### src/rtl/icache_pkg.sv
package icache_pkg;

    localparam int unsigned IC_ADDR_W = 32;
    localparam int unsigned IC_DATA_W = 32;
    localparam int unsigned IC_LINES  = 16;
    localparam int unsigned IC_OFF_W  = $clog2(IC_DATA_W / 8);
    localparam int unsigned IC_IDX_W  = $clog2(IC_LINES);
    localparam int unsigned IC_TAG_W  = IC_ADDR_W - IC_IDX_W - IC_OFF_W;

    typedef logic [IC_ADDR_W-1:0] addr_t;
    typedef logic [IC_DATA_W-1:0] data_t;
    typedef logic [IC_IDX_W-1:0]  idx_t;
    typedef logic [IC_TAG_W-1:0]  tag_t;

    typedef struct packed {
        logic  vld;
        tag_t  tag;
        data_t data;
    } line_t;

    typedef struct packed {
        logic  en;
        idx_t  idx;
        tag_t  tag;
        data_t data;
    } fill_t;

    typedef enum logic [1:0] {
        ST_IDLE  = 2'd0,
        ST_FETCH = 2'd1,
        ST_WAIT  = 2'd2,
        ST_RESP  = 2'd3
    } ctl_state_e;

    function automatic idx_t idx_of(addr_t a);
        return a[IC_OFF_W +: IC_IDX_W];
    endfunction

    function automatic tag_t tag_of(addr_t a);
        return a[IC_ADDR_W-1 -: IC_TAG_W];
    endfunction

endpackage

### src/rtl/ic_line_store.sv
module ic_line_store
    import icache_pkg::*;
(
    input  logic  clk,
    input  logic  rst,
    input  idx_t  rd_idx,
    output line_t rd_line,
    input  fill_t wr
);

    line_t lines_q [IC_LINES];

    for (genvar g = 0; g < IC_LINES; g++) begin : g_line
        always_ff @(posedge clk) begin
            if (rst) begin
                lines_q[g].vld <= 1'b0;
            end else if (wr.en && wr.idx == idx_t'(g)) begin
                lines_q[g].vld  <= 1'b1;
                lines_q[g].tag  <= wr.tag;
                lines_q[g].data <= wr.data;
            end
        end
    end

    always_comb rd_line = lines_q[rd_idx];

    // the cycle after reset is released, no line may be valid yet
    logic rst_d;
    always_ff @(posedge clk) begin
        rst_d <= rst;
        if (!rst && rst_d) begin
            for (int i = 0; i < IC_LINES; i++) begin
                assert_reset_clears_R1: assert (!lines_q[i].vld)
                    else $error("line %0d valid right after reset", i);
            end
        end
    end

endmodule

### src/rtl/ic_lookup.sv
module ic_lookup
    import icache_pkg::*;
(
    input  addr_t addr,
    input  line_t line,
    output idx_t  idx,
    output logic  hit
);

    logic unused_off;
    assign unused_off = ^addr[IC_OFF_W-1:0];

    always_comb begin
        idx = idx_of(addr);
        hit = line.vld && (line.tag == tag_of(addr));
    end

endmodule

### src/rtl/ic_ctrl.sv
module ic_ctrl
    import icache_pkg::*;
(
    input  logic  clk,
    input  logic  rst,
    input  logic  req_valid,
    output logic  req_ready,
    input  addr_t req_addr,
    input  logic  req_wr,
    input  data_t req_wdata,
    input  logic  look_hit,
    input  data_t look_data,
    output logic  rsp_valid,
    input  logic  rsp_ready,
    output data_t rsp_data,
    output logic  rsp_hit,
    output logic  mem_req_valid,
    output addr_t mem_req_addr,
    input  logic  mem_rsp_valid,
    input  data_t mem_rsp_data,
    output fill_t fill
);

    ctl_state_e                      state_q;
    logic [IC_ADDR_W-1:IC_OFF_W]     waddr_q;
    data_t                           data_q;
    logic                            hit_q;
    logic                            accept;

    assign req_ready     = (state_q == ST_IDLE);
    assign accept        = req_valid && req_ready;
    assign rsp_valid     = (state_q == ST_RESP);
    assign rsp_data      = data_q;
    assign rsp_hit       = hit_q;
    assign mem_req_valid = (state_q == ST_FETCH);
    assign mem_req_addr  = {waddr_q, {IC_OFF_W{1'b0}}};

    always_comb begin
        fill = '0;
        if (accept && req_wr) begin
            fill.en   = 1'b1;
            fill.idx  = idx_of(req_addr);
            fill.tag  = tag_of(req_addr);
            fill.data = req_wdata;
        end else if (state_q == ST_WAIT && mem_rsp_valid) begin
            fill.en   = 1'b1;
            fill.idx  = waddr_q[IC_OFF_W +: IC_IDX_W];
            fill.tag  = waddr_q[IC_ADDR_W-1 -: IC_TAG_W];
            fill.data = mem_rsp_data;
        end
    end

    always_ff @(posedge clk) begin
        if (rst) begin
            state_q <= ST_IDLE;
            waddr_q <= '0;
            data_q  <= '0;
            hit_q   <= 1'b0;
        end else begin
            unique case (state_q)
                ST_IDLE: begin
                    if (accept) begin
                        waddr_q <= req_addr[IC_ADDR_W-1:IC_OFF_W];
                        if (req_wr) begin
                            data_q  <= req_wdata;
                            hit_q   <= look_hit;
                            state_q <= ST_RESP;
                        end else if (look_hit) begin
                            data_q  <= look_data;
                            hit_q   <= 1'b1;
                            state_q <= ST_RESP;
                        end else begin
                            state_q <= ST_FETCH;
                        end
                    end
                end
                ST_FETCH: state_q <= ST_WAIT;
                ST_WAIT: begin
                    if (mem_rsp_valid) begin
                        data_q  <= mem_rsp_data;
                        hit_q   <= 1'b0;
                        state_q <= ST_RESP;
                    end
                end
                ST_RESP: begin
                    if (rsp_ready) state_q <= ST_IDLE;
                end
                default: state_q <= ST_IDLE;
            endcase
        end
    end

    // an accepted request closes the request channel in the next cycle
    assert_busy_after_accept_R7: assert property (@(posedge clk) disable iff (rst)
        (req_valid && req_ready) |=> !req_ready);

    // a stalled response keeps its contents
    assert_rsp_hold_R8: assert property (@(posedge clk) disable iff (rst)
        (rsp_valid && !rsp_ready) |=> (rsp_valid && $stable(rsp_data) && $stable(rsp_hit)));

    // a read miss issues a next-level request in the following cycle, as a single pulse
    assert_miss_fetch_R3: assert property (@(posedge clk) disable iff (rst)
        (req_valid && req_ready && !req_wr && !look_hit) |=> mem_req_valid);

    assert_fetch_pulse_R3: assert property (@(posedge clk) disable iff (rst)
        mem_req_valid |=> !mem_req_valid);

    // the refilled word is answered in the next cycle as a miss
    assert_refill_answer_R3: assert property (@(posedge clk) disable iff (rst)
        (state_q == ST_WAIT && mem_rsp_valid) |=>
            (rsp_valid && !rsp_hit && rsp_data == $past(mem_rsp_data)));

    // a write answers with its own word in the next cycle, with no next-level access
    assert_write_answer_R6: assert property (@(posedge clk) disable iff (rst)
        (req_valid && req_ready && req_wr) |=>
            (rsp_valid && !mem_req_valid && rsp_data == $past(req_wdata)));

endmodule

### src/rtl/ifetch_dm_cache.sv
module ifetch_dm_cache
    import icache_pkg::*;
(
    input  logic                 clk,
    input  logic                 rst,
    input  logic                 req_valid,
    output logic                 req_ready,
    input  logic [IC_ADDR_W-1:0] req_addr,
    input  logic                 req_wr,
    input  logic [IC_DATA_W-1:0] req_wdata,
    output logic                 rsp_valid,
    input  logic                 rsp_ready,
    output logic [IC_DATA_W-1:0] rsp_data,
    output logic                 rsp_hit,
    output logic                 mem_req_valid,
    output logic [IC_ADDR_W-1:0] mem_req_addr,
    input  logic                 mem_rsp_valid,
    input  logic [IC_DATA_W-1:0] mem_rsp_data
);

    line_t rd_line;
    idx_t  rd_idx;
    logic  look_hit;
    fill_t fill;

    ic_lookup u_lookup (
        .addr (req_addr),
        .line (rd_line),
        .idx  (rd_idx),
        .hit  (look_hit)
    );

    ic_line_store u_store (
        .clk     (clk),
        .rst     (rst),
        .rd_idx  (rd_idx),
        .rd_line (rd_line),
        .wr      (fill)
    );

    ic_ctrl u_ctrl (
        .clk           (clk),
        .rst           (rst),
        .req_valid     (req_valid),
        .req_ready     (req_ready),
        .req_addr      (req_addr),
        .req_wr        (req_wr),
        .req_wdata     (req_wdata),
        .look_hit      (look_hit),
        .look_data     (rd_line.data),
        .rsp_valid     (rsp_valid),
        .rsp_ready     (rsp_ready),
        .rsp_data      (rsp_data),
        .rsp_hit       (rsp_hit),
        .mem_req_valid (mem_req_valid),
        .mem_req_addr  (mem_req_addr),
        .mem_rsp_valid (mem_rsp_valid),
        .mem_rsp_data  (mem_rsp_data),
        .fill          (fill)
    );

endmodule

### config.mk
export PLATFORM = sky130hd
export DESIGN_NAME = ifetch_dm_cache
export DESIGN_NICKNAME = d
export VERILOG_FILES = /design/src/rtl/icache_pkg.sv /design/src/rtl/ic_line_store.sv /design/src/rtl/ic_lookup.sv /design/src/rtl/ic_ctrl.sv /design/src/rtl/ifetch_dm_cache.sv
export SDC_FILE = /design/constraint.sdc
export NUM_CORES = 1
export LEC_CHECK = 0
export CAP_MARGIN = 10
export CORE_MARGIN = 5
export CORE_UTILIZATION = 40
export DETAILED_ROUTE_END_ITERATION = 16
export DONT_BUFFER_PORTS = 1
export PLACE_DENSITY_LB_ADDON = 0.3
export REMOVE_ABC_BUFFERS = 1
export SLEW_MARGIN = 20
export SYNTH_ARGS = -nofsm -noshare
export SYNTH_HDL_FRONTEND = slang
export SYNTH_SLANG_ARGS = --single-unit
### constraint.sdc
create_clock -name clk -period 5.35 [get_ports clk]
set_clock_uncertainty 0.2 [all_clocks]
set_input_delay 0.2675 -clock clk [delete_from_list [all_inputs] [get_ports clk]]
set_output_delay 0.2675 -clock clk [all_outputs]
set_load 0.05 [all_outputs]
==> results of run 1 <==
[timing repair]
| action | 4_1_cts | 5_1_grt |
|---|---|---|
| hold buffers | 151 | 1 |
| hold endpoints to repair | 780 | 5 |
| endpoints found under the setup margin | 0 | 0 |
[cell usage in the layout, fill, tap and decap left out, types with 43 or more instances in the layout]
master,n
sky130_fd_sc_hd__mux4_2,240
sky130_fd_sc_hd__mux2i_1,88
sky130_fd_sc_hd__clkbuf_16,107
sky130_fd_sc_hd__a21oi_1,103
sky130_fd_sc_hd__dlygate4sd3_1,151
sky130_fd_sc_hd__edfxtp_1,943
sky130_fd_sc_hd__dfxtp_1,66
sky130_fd_sc_hd__nor2_1,44
sky130_fd_sc_hd__nand2_1,267
sky130_fd_sc_hd__nand3_1,67
sky130_fd_sc_hd__nor2b_1,43
[worst reg2reg max path, cell delays in order, from the launching register on]
cell                      delay, ps
sky130_fd_sc_hd__dfxtp_1        390
sky130_fd_sc_hd__inv_1          120
sky130_fd_sc_hd__ha_1           490
sky130_fd_sc_hd__and2_2         340
sky130_fd_sc_hd__nand2_4        490
sky130_fd_sc_hd__nand3_1        200
sky130_fd_sc_hd__o22ai_1        520
sky130_fd_sc_hd__nand2_1        340
sky130_fd_sc_hd__nor2_4         540
sky130_fd_sc_hd__buf_4          480
[per-stage QoR]
stage	utilization, %	TNS (ps)
5_1_grt	46.8	0
2_1_floorplan	-	-1379110
6_report	46.8	0
3_3_place_gp	41.7	0
3_5_place_dp	41.7	0
4_1_cts	46.7	0
[logic make-up after synthesis]
kind of cell	count (synthesis)	synth area share, %
DFF	1009	72.7
muxes	366	16.7
AOI/OAI and AO/OA	187	2.80
other	1	0.00920
adders and majority gates	4	0.123
buffers and inverters	152	1.87
xor gates and xnor gates	26	0.558
and+or+nand+nor	482	5.23
[power by group]
part	internal, µW	switching [µW]	total (µW)
combinational	955	1460	2420
sequential	9220	605	9830
clock	4310	3070	7380
total	14500	5140	19600
[worst paths after layout]
check / start / endpoint / slack, ps / depth (start not counted)
worst max-delay path: u_ctrl.state_q[0]$_SDFFE_PP0P_ / u_store.lines_q[11][48]$_DFFE_PP_ / 880 / 9
worst min-delay path: req_wdata[9] / u_store.lines_q[1][9]$_DFFE_PP_ / 10 / 2
worst max register to register: u_ctrl.state_q[0]$_SDFFE_PP0P_ / u_store.lines_q[11][48]$_DFFE_PP_ / 880 / 9
worst min register to register: u_store.lines_q[8][58]$_SDFFE_PP1P_ / u_store.lines_q[8][58]$_SDFFE_PP1P_ / 260 / 1
[sequential cells by signal, indices dropped and copies added, names as in the netlist]
name,count
u_store.lines_q,944
u_ctrl.rsp_data,32
u_ctrl.waddr_q,30
u_ctrl.state_q,2
u_ctrl.rsp_hit,1
[metal layers]
layer | GRT usage, % | up-vias | wire [µm]
met3 | 3.30 | 163 | 6890
met2 | 32.1 | 838 | 52000
met1 | 26.2 | 11500 | 43500
met5 | 0 | - | 0
li1 | - | 9206 | -
met4 | 4.95 | 0 | 2430
[area by class of cell]
class                   instances  area [µm²]  area share (%)
well taps                    1368        1710            3.60
clock inverters                80         821            1.73
clock buffers                 116        2710            5.71
multi-input cells            1067       10500            22.2
inverters                      15        56.3           0.119
flip-flops and latches       1009       29600            62.4
repair buffers                200        2010            4.24
diodes                          2        5.00          0.0105
==> flow_summary.yaml, run 1 <==
place:
  placedInstanceArea_um2: 42400
  placement.setup.worst_slack_ps: 901
  finalWeightedCongestion: 0.789
  numPortBuffers: 0
  dp.final_hpwl_um: 54100
  post-place-cells: 3506
timing:
  unrepaired_setup_endpoints_after_global_routing: "false"
  finalCriticalPeriod_ps: 4470
  timing.final.setup_violations: 0
  fin_ws_ps: 884
  worst_slew_pin_slew_ps: 1090
  report.final.hold_viol_count: 0
  max_slew_margin_pct: 27.2
  maxClockFrequency_ghz: 0.224
  layout_worst_path_cycle_share_pct: 83.5
  whs_ps: 11.0
  timing_max_transition_violations_final: 0
critical_path:
  cpMaxStageDelayCell: "sky130_fd_sc_hd__nor2_4"
  timing.critical_path.buf_inv: 2
  worstPathCellList: "inv_1 -> ha_1 -> and2_2 -> nand2_4 -> nand3_1 -> o22ai_1 -> nand2_1 -> nor2_4 -> buf_4"
  critPathKind: "flip-flop to flip-flop"
  critical-path-top-delay-family: "simple AND/OR/NAND/NOR gates"
  worst-path-max-fanout: 43
  worstSetupEndpointType: "flip-flop"
  start_kind: "flip-flop"
  slowest_delay_ps: 540
  worstPathRequired_ps: 5470
  arrival_ps: 4590
die:
  number_of_placed_i_o_pins: 170
  die_area_um2: 108000
  placement_rows: 117
  chipHeight_um: 329
  core-area_um2: 102000
  initial_utilization_pct: 40.1
  floorplan.die.width_um: 329
logic_synthesis:
  synthArstFlopShare_pct: 0
  synth_area_leaders: "sky130_fd_sc_hd__edfxtp_1 (69%), sky130_fd_sc_hd__mux4_2 (13%), sky130_fd_sc_hd__dfxtp_1 (3.2%)"
  synth_most_common_cell: "sky130_fd_sc_hd__edfxtp_1"
  synth.lib_cells_used.distinct: 57
  synth_edf_count: 943
  ys_dominant_reg_cell: "sky130_fd_sc_hd__edfxtp_1"
  synth_warnings: 0
  avgSynthCellArea_um2: 18.3
  mapped_area_um2: 40800
  postSynthCellCount: 2227
  synth_area_leader_cell: "sky130_fd_sc_hd__edfxtp_1"
  synth_largest_type_area_fraction_pct: 69.4
  ys_ff_latch: 1009
  ys_seq_area_share_pct: 72.7
  synth_commonest_cells: "sky130_fd_sc_hd__edfxtp_1 (943), sky130_fd_sc_hd__nand2_1 (269), sky130_fd_sc_hd__mux4_2 (240), sky130_fd_sc_hd__a21oi_1 (103), sky130_fd_sc_hd__mux2i_1 (88)"
detailed_routing:
  drt-wirelength-per-cell_um: 27.2
  drt.antenna.violating_nets: 0
  postRouteWirelength_um: 105000
  drc_errors: 0
  initialDrtViolationCount: 1980
  firstDrtPassIters: 7
  vias: 21700
  via_per_inst: 5.63
global_route:
  grt_usage_pct: 19.1
  pin_count_of_the_biggest_net_entering_global_routing: 195
  grt_first_pass_wirelength_um: 151000
  grt_antenna_before_repair: 3
  number_of_global_route_vias_before_repair: 22300
  grt_overflow_total: 0
clocking:
  cts.root.buffer_cell: "sky130_fd_sc_hd__clkbuf_16"
  clkTransAtPathRegs_ps: 60
  post_cts_resized: 0
  post_cts.repair.setup_buffers: 0
  total_clock_buffers_created_by_cts: 106
  clock_tree.buffer_depth: 3
  clk_latency_ps: 680
  cts-htree-levels: 3
  cts_sinks: 1009
  tritoncts_clock_tree: "built"
cells_and_area:
  final_layout_size_suffix_gt1_share_pct: 20.9
  layout.nets: 2505
  filler_cell_count: 8594
  area_growth_pct: 16.5
  layoutNonFillerInstCount: 3857
  post-route-cell-area_um2: 47500
power_and_ir_drop:
  ir_drop_mv: 0.308
  power.static_leakage_uw: 0.0159
  overall_power_consumption_uw: 19600
  power-per-cell-area_nw_per_um2: 413
job:
  drv.max_cap_violation_count: 0
hold_path:
  worst_hold_class: "primary input to flip-flop"
run_status:
  run_status: "finished, final reports clean"
Power figures use the tool's default switching activity.
==> run 2: changes to the inputs <==
==> constraint.sdc (replaced) <==
create_clock -name clk -period 3.6 [get_ports clk]
set_clock_uncertainty 0.2 [all_clocks]
set_input_delay 0.18 -clock clk [delete_from_list [all_inputs] [get_ports clk]]
set_output_delay 0.18 -clock clk [all_outputs]
set_load 0.05 [all_outputs]
==> flow_summary.yaml, run 2 (synthesis results as in run 1) <==
detailed_routing:
  initialDrtViolationCount: 1847
  drc_errors: 0
  drt.antenna.violating_nets: 0
  drt-wirelength-per-cell_um: 27.0
  vias: 21700
  postRouteWirelength_um: 105000
  firstDrtPassIters: 5
  via_per_inst: 5.58
cells_and_area:
  filler_cell_count: 8452
  layout.nets: 2540
  max_flop_register: "u_store.lines_q"
  most-common-layout-cells: "sky130_fd_sc_hd__edfxtp_1 (943), sky130_fd_sc_hd__nand2_1 (267), sky130_fd_sc_hd__mux4_2 (240), sky130_fd_sc_hd__dlygate4sd3_1 (169), sky130_fd_sc_hd__clkbuf_16 (105)"
  final_layout_size_suffix_gt1_share_pct: 21.0
  finish.utilization_pct: 47.2
  most_common_cell_after_layout_fill_and_taps_aside: "sky130_fd_sc_hd__edfxtp_1"
  largest_reg_flops: 944
  area_growth_pct: 17.5
clocking:
  cts.root.buffer_cell: "sky130_fd_sc_hd__clkbuf_16"
  total_clock_buffers_created_by_cts: 104
  clk_latency_ps: 680
  cts-htree-levels: 3
  clock_tree.buffer_depth: 3
  tritoncts_clock_tree: "built"
  clkTransAtPathRegs_ps: 60
  post_cts.repair.setup_buffers: 0
  cts_sinks: 1009
critical_path:
  critPathKind: "flip-flop to flip-flop"
  arrival_ps: 3880
  critical-path-top-delay-family: "compound AO/OA/AOI/OAI gates"
  critical_path.reg2reg.startpoint: "u_store.lines_q[15][33]$_DFFE_PP_"
  timing.reg2reg.worst_path_depth: 10
  worst-path-max-fanout: 18
  slowest_delay_ps: 480
  timing.critical_path.buf_inv: 1
  worstPathRequired_ps: 3960
  start_kind: "flip-flop"
  cpMaxStageDelayCell: "sky130_fd_sc_hd__mux4_2"
  worst_r2r_endpoint: "u_ctrl.rsp_data[20]$_SDFFE_PP0P_"
  worstSetupEndpointType: "flip-flop"
  r2r_setup_slack_ps: 80
  worstPathCellList: "mux4_2 -> a22o_1 -> a221oi_2 -> xor2_1 -> nand4_1 -> a2111oi_4 -> nand4b_1 -> a31o_4 -> buf_12 -> mux2_4"
place:
  placement.setup.worst_slack_ps: 31.0
  numPortBuffers: 0
  dp.final_hpwl_um: 53600
  finalWeightedCongestion: 0.784
power_and_ir_drop:
  power-per-cell-area_nw_per_um2: 607
  power.static_leakage_uw: 0.0160
  overall_power_consumption_uw: 29100
  ir_drop_mv: 0.407
die:
  placement_rows: 117
  floorplan.die.width_um: 329
  die_area_um2: 108000
  core-area_um2: 102000
  initial_utilization_pct: 40.1
  chipHeight_um: 329
  number_of_placed_i_o_pins: 170
timing:
  fin_ws_ps: 78.0
  layout_worst_path_cycle_share_pct: 97.8
  finalCriticalPeriod_ps: 3520
  timing.final.setup_violations: 0
  timing_max_transition_violations_final: 0
  maxClockFrequency_ghz: 0.284
  worst_slew_pin_slew_ps: 990
  setup-tns-final_ps: 0
  max_slew_margin_pct: 34.0
  whs_ps: -10.0
  report.final.hold_viol_count: 16
  unrepaired_setup_endpoints_after_global_routing: "true"
global_route:
  number_of_global_route_vias_before_repair: 22600
  grt_antenna_before_repair: 3
  pin_count_of_the_biggest_net_entering_global_routing: 195
  grt_first_pass_wirelength_um: 153000
  grt_overflow_total: 0
  grt_usage_pct: 19.2
hold_path:
  holdPathStages: 2
  worst_hold_path.endpoint: "u_store.lines_q[5][19]$_DFFE_PP_"
  worstHoldStart: "mem_rsp_data[19]"
  worst_hold_class: "primary input to flip-flop"
job:
  drv.max_cap_violation_count: 0
run_status:
  violations: "hold timing"
  run_status: "finished with violations"
[run 2: cell count changes in the layout (fill, tap and decap cells not counted), moves of 2 or more]
cell	delta
sky130_fd_sc_hd__buf_12	+13
sky130_fd_sc_hd__buf_4	+5
sky130_fd_sc_hd__clkbuf_1	+4
sky130_fd_sc_hd__clkbuf_16	-2
sky130_fd_sc_hd__clkinv_1	+2
sky130_fd_sc_hd__clkinv_2	-5
sky130_fd_sc_hd__clkinv_4	-2
sky130_fd_sc_hd__clkinvlp_4	-4
sky130_fd_sc_hd__dlygate4sd3_1	+18
[run 2: final cells by class]
cell class / count / area, µm² / share of cell area (%)
antenna: 2 / 5.00 / 0.0104
clock buffer: 118 / 2680 / 5.58
clock inverter: 72 / 774 / 1.62
inverter: 15 / 56.3 / 0.117
multi-input combinational: 1067 / 10600 / 22.0
sequential: 1009 / 29600 / 61.8
tap: 1368 / 1710 / 3.57
timing repair buffer: 237 / 2520 / 5.25
[run 2: where the power goes]
group	internal (µW)	leakage, µW	switching [µW]
sequential	13700	0.00926	884
clock	6300	0.00168	4460
combinational	1540	0.00509	2210
[run 2: worst register-to-register path, cell delays in order (launching register included)]
cell and delay, ps:
sky130_fd_sc_hd__edfxtp_1 370, sky130_fd_sc_hd__mux4_2 480, sky130_fd_sc_hd__a22o_1 250, sky130_fd_sc_hd__a221oi_2 200, sky130_fd_sc_hd__xor2_1 190, sky130_fd_sc_hd__nand4_1 250, sky130_fd_sc_hd__a2111oi_4 360, sky130_fd_sc_hd__nand4b_1 240
sky130_fd_sc_hd__a31o_4 330, sky130_fd_sc_hd__buf_12 200, sky130_fd_sc_hd__mux2_4 340
[run 2: timing repair]
item / CTS / global route
setup endpoints to repair: 0 / 32
resized for setup: 0 / 1
hold endpoints to repair: 985 / 0
hold buffers: 171 / 0
[run 2: layer usage]
layer / vias to the layer above / routed length [µm] / share of wire, % / GRT usage, %
met5: - / 0 / 0 / 0
met4: 0 / 1950 / 1.9 / 4.30
met3: 137 / 6240 / 5.9 / 3.11
met2: 762 / 52600 / 50 / 32.8
met1: 11500 / 44200 / 42 / 26.2
li1: 9269 / - / - / -
[run 2: how the worst max path moves through the flow]
| stage | start | end | slack [ps] | depth (start not counted) |
|---|---|---|---|---|
| final | u_store.lines_q[15][33]$_DFFE_PP_ | u_ctrl.rsp_data[20]$_SDFFE_PP0P_ | 80 | 10 |
| after CTS | u_store.lines_q[15][33]$_DFFE_PP_ | u_ctrl.rsp_data[20]$_SDFFE_PP0P_ | 30 | 10 |
| after floorplan | u_ctrl.state_q[0]$_SDFFE_PP0P_ | u_store.lines_q[10][58]$_DFFE_PP_ | -3890 | 6 |
| after global placement | req_addr[3] | u_ctrl.rsp_data[10]$_SDFFE_PP0P_ | 50 | 11 |
| after detailed placement | u_store.lines_q[15][42]$_DFFE_PP_ | u_ctrl.rsp_data[20]$_SDFFE_PP0P_ | 30 | 10 |
| after global routing | u_store.lines_q[15][33]$_DFFE_PP_ | u_ctrl.rsp_data[13]$_SDFFE_PP0P_ | -40 | 10 |
[run 2: metrics by stage]
step                cell area (µm²)  std cells
finish                        47900       3888
global route                  47900       3887
CTS                           47900       3886
detailed placement            42700       3525
global placement              42700       3525
floorplan                     40100       2091
==> run 3: changes to the inputs <==
==> constraint.sdc (replaced) <==
create_clock -name clk -period 3.4 [get_ports clk]
set_clock_uncertainty 0.2 [all_clocks]
set_input_delay 0.17 -clock clk [delete_from_list [all_inputs] [get_ports clk]]
set_output_delay 0.17 -clock clk [all_outputs]
set_load 0.05 [all_outputs]
==> flow_summary.yaml, run 3 (synthesis results as in run 1) <==
run_status:
  run_status: "finished with violations"
  violations: "setup timing"
place:
  finalWeightedCongestion: 0.842
  numPortBuffers: 0
  dp.final_hpwl_um: 55300
cells_and_area:
  most-common-layout-cells: "sky130_fd_sc_hd__edfxtp_1 (943), sky130_fd_sc_hd__nand2_1 (267), sky130_fd_sc_hd__mux4_2 (240), sky130_fd_sc_hd__dlygate4sd3_1 (191), sky130_fd_sc_hd__clkbuf_16 (105)"
  max_flop_register: "u_store.lines_q"
  most_common_cell_after_layout_fill_and_taps_aside: "sky130_fd_sc_hd__edfxtp_1"
  area_growth_pct: 18.5
  layout.nets: 2575
  largest_reg_flops: 944
  final_layout_size_suffix_gt1_share_pct: 20.9
timing:
  finalCriticalPeriod_ps: 3580
  maxClockFrequency_ghz: 0.279
  fin_ws_ps: -182
  worst_slew_pin_slew_ps: 925
  timing_max_transition_violations_final: 0
  max_slew_margin_pct: 38.3
  report.final.hold_viol_count: 0
  setup-tns-final_ps: -4260
  layout_worst_path_cycle_share_pct: 105
  timing.final.setup_violations: 33
  unrepaired_setup_endpoints_after_global_routing: "true"
  whs_ps: 73.9
power_and_ir_drop:
  power-per-cell-area_nw_per_um2: 639
  ir_drop_mv: 0.501
  power.static_leakage_uw: 0.0161
global_route:
  grt_first_pass_wirelength_um: 155000
  pin_count_of_the_biggest_net_entering_global_routing: 195
  grt_use_met2_pct: 32.7
  use_met3_pct: 3.27
  number_of_global_route_vias_before_repair: 22700
  grt_antenna_before_repair: 2
  grt_util_met1_pct: 26.9
  globalRoute.busiestLayer: "met2"
  grt_usage_pct: 19.4
  grt_overflow_total: 0
die:
  die_area_um2: 108000
  placement_rows: 117
  initial_utilization_pct: 40.1
  core-area_um2: 102000
  number_of_placed_i_o_pins: 170
  chipHeight_um: 329
  floorplan.die.width_um: 329
critical_path:
  worst-path-max-fanout: 19
  critPathKind: "flip-flop to flip-flop"
  cpMaxStageDelayCell: "sky130_fd_sc_hd__mux4_2"
  r2r_setup_slack_ps: -180
  worstSetupEndpointType: "flip-flop"
  worstPathRequired_ps: 3730
  critical-path-top-cell-by-count: "sky130_fd_sc_hd__mux2i_1"
  start_kind: "flip-flop"
  slowest_delay_ps: 490
  arrival_ps: 3910
  timing.reg2reg.worst_path_depth: 10
  worstPathCellList: "mux4_2 -> mux2i_1 -> mux2i_1 -> xnor2_2 -> nand4_1 -> a2111oi_4 -> nand4b_1 -> a31o_4 -> buf_12 -> mux2_4"
clocking:
  clkTransAtPathRegs_ps: 60
  total_clock_buffers_created_by_cts: 104
  clk_latency_ps: 690
  clock_tree.buffer_depth: 3
  cts.root.buffer_cell: "sky130_fd_sc_hd__clkbuf_16"
  tritoncts_clock_tree: "built"
  cts-htree-levels: 3
  cts_sinks: 1009
detailed_routing:
  via_per_inst: 5.58
  postRouteWirelength_um: 106000
  vias: 21900
  drt.antenna.violating_nets: 0
  drt-wirelength-per-cell_um: 26.9
  initialDrtViolationCount: 2212
  firstDrtPassIters: 5
  drc_errors: 0
hold_path:
  holdPathStages: 6
  worst_hold_class: "primary input to flip-flop"
job:
  drv.max_cap_violation_count: 0
run 3: cell types whose count changed in the layout (fill, tap and decap cells not counted), sizes merged:
| cell | delta |
|---|---|
| inv | -2 |
| diode | +1 |
| clkinvlp | -2 |
| dlygate4sd3 | +22 |
| bufinv | -3 |
| clkbuf | +19 |
| buf | +13 |
| clkinv | -8 |
run 3: critical path: cells and delay by family, from the launching register on:
kind	cells	cell delay (ps)
AO/OA/AOI/OAI	2	690
multiplexers	4	1130
buffers and inverters	1	190
AND/OR/NAND/NOR	2	530
XOR/XNOR	1	270
flip-flops	1	410
run 3: timing repair:
item	in CTS	in global routing
hold endpoints to repair	992	0
hold buffers	193	0
resized for setup	2	2
setup buffers	0	1
setup endpoints to repair	34	35
run 3: layer usage:
| layer | up-vias | wire length [µm] |
|---|---|---|
| met5 | - | 0 |
| met4 | 0 | 2180 |
| met3 | 143 | 6680 |
| met2 | 745 | 52100 |
| met1 | 11700 | 44800 |
| li1 | 9347 | - |
run 3: cell type report:
class	count	area, µm²
diodes	3	7.51
clock buffers	137	2790
clock inverters	57	626
fillers	8454	53300
inverters	15	56.3
multi-input cells	1067	10600
flip-flops and latches	1009	29600
well taps	1368	1710
repair buffers	272	2940
run 3: final timing paths:
check                                 startpoint                                   to
min reg2reg  u_store.lines_q[8][58]$_SDFFE_PP1P_  u_store.lines_q[8][58]$_SDFFE_PP1P_
max reg2reg     u_store.lines_q[8][47]$_DFFE_PP_     u_ctrl.rsp_data[22]$_SDFFE_PP0P_
min                                mem_rsp_valid     u_store.lines_q[6][58]$_DFFE_PP_
max             u_store.lines_q[8][47]$_DFFE_PP_     u_ctrl.rsp_data[22]$_SDFFE_PP0P_
run 3: where the power goes:
part	leakage (µW)	total, µW	internal, µW	switching [µW]
registers	0.00926	15400	14500	927
clock network	0.00165	11300	6560	4760
logic	0.00523	4120	1740	2380
run 3: through the flow:
stage | worst slack [ps] | power [µW] | util [%] | cell area, µm² | instances
floorplan | -4090 | 17900 | - | 40100 | 2091
global placement | -260 | 19100 | 42.2 | 42900 | 3538
detailed placement | -345 | 19200 | 42.2 | 42900 | 3538
CTS | -270 | 31100 | 47.6 | 48300 | 3925
global route | -259 | 32000 | 47.6 | 48300 | 3925
finish | -182 | 30900 | 47.6 | 48300 | 3928
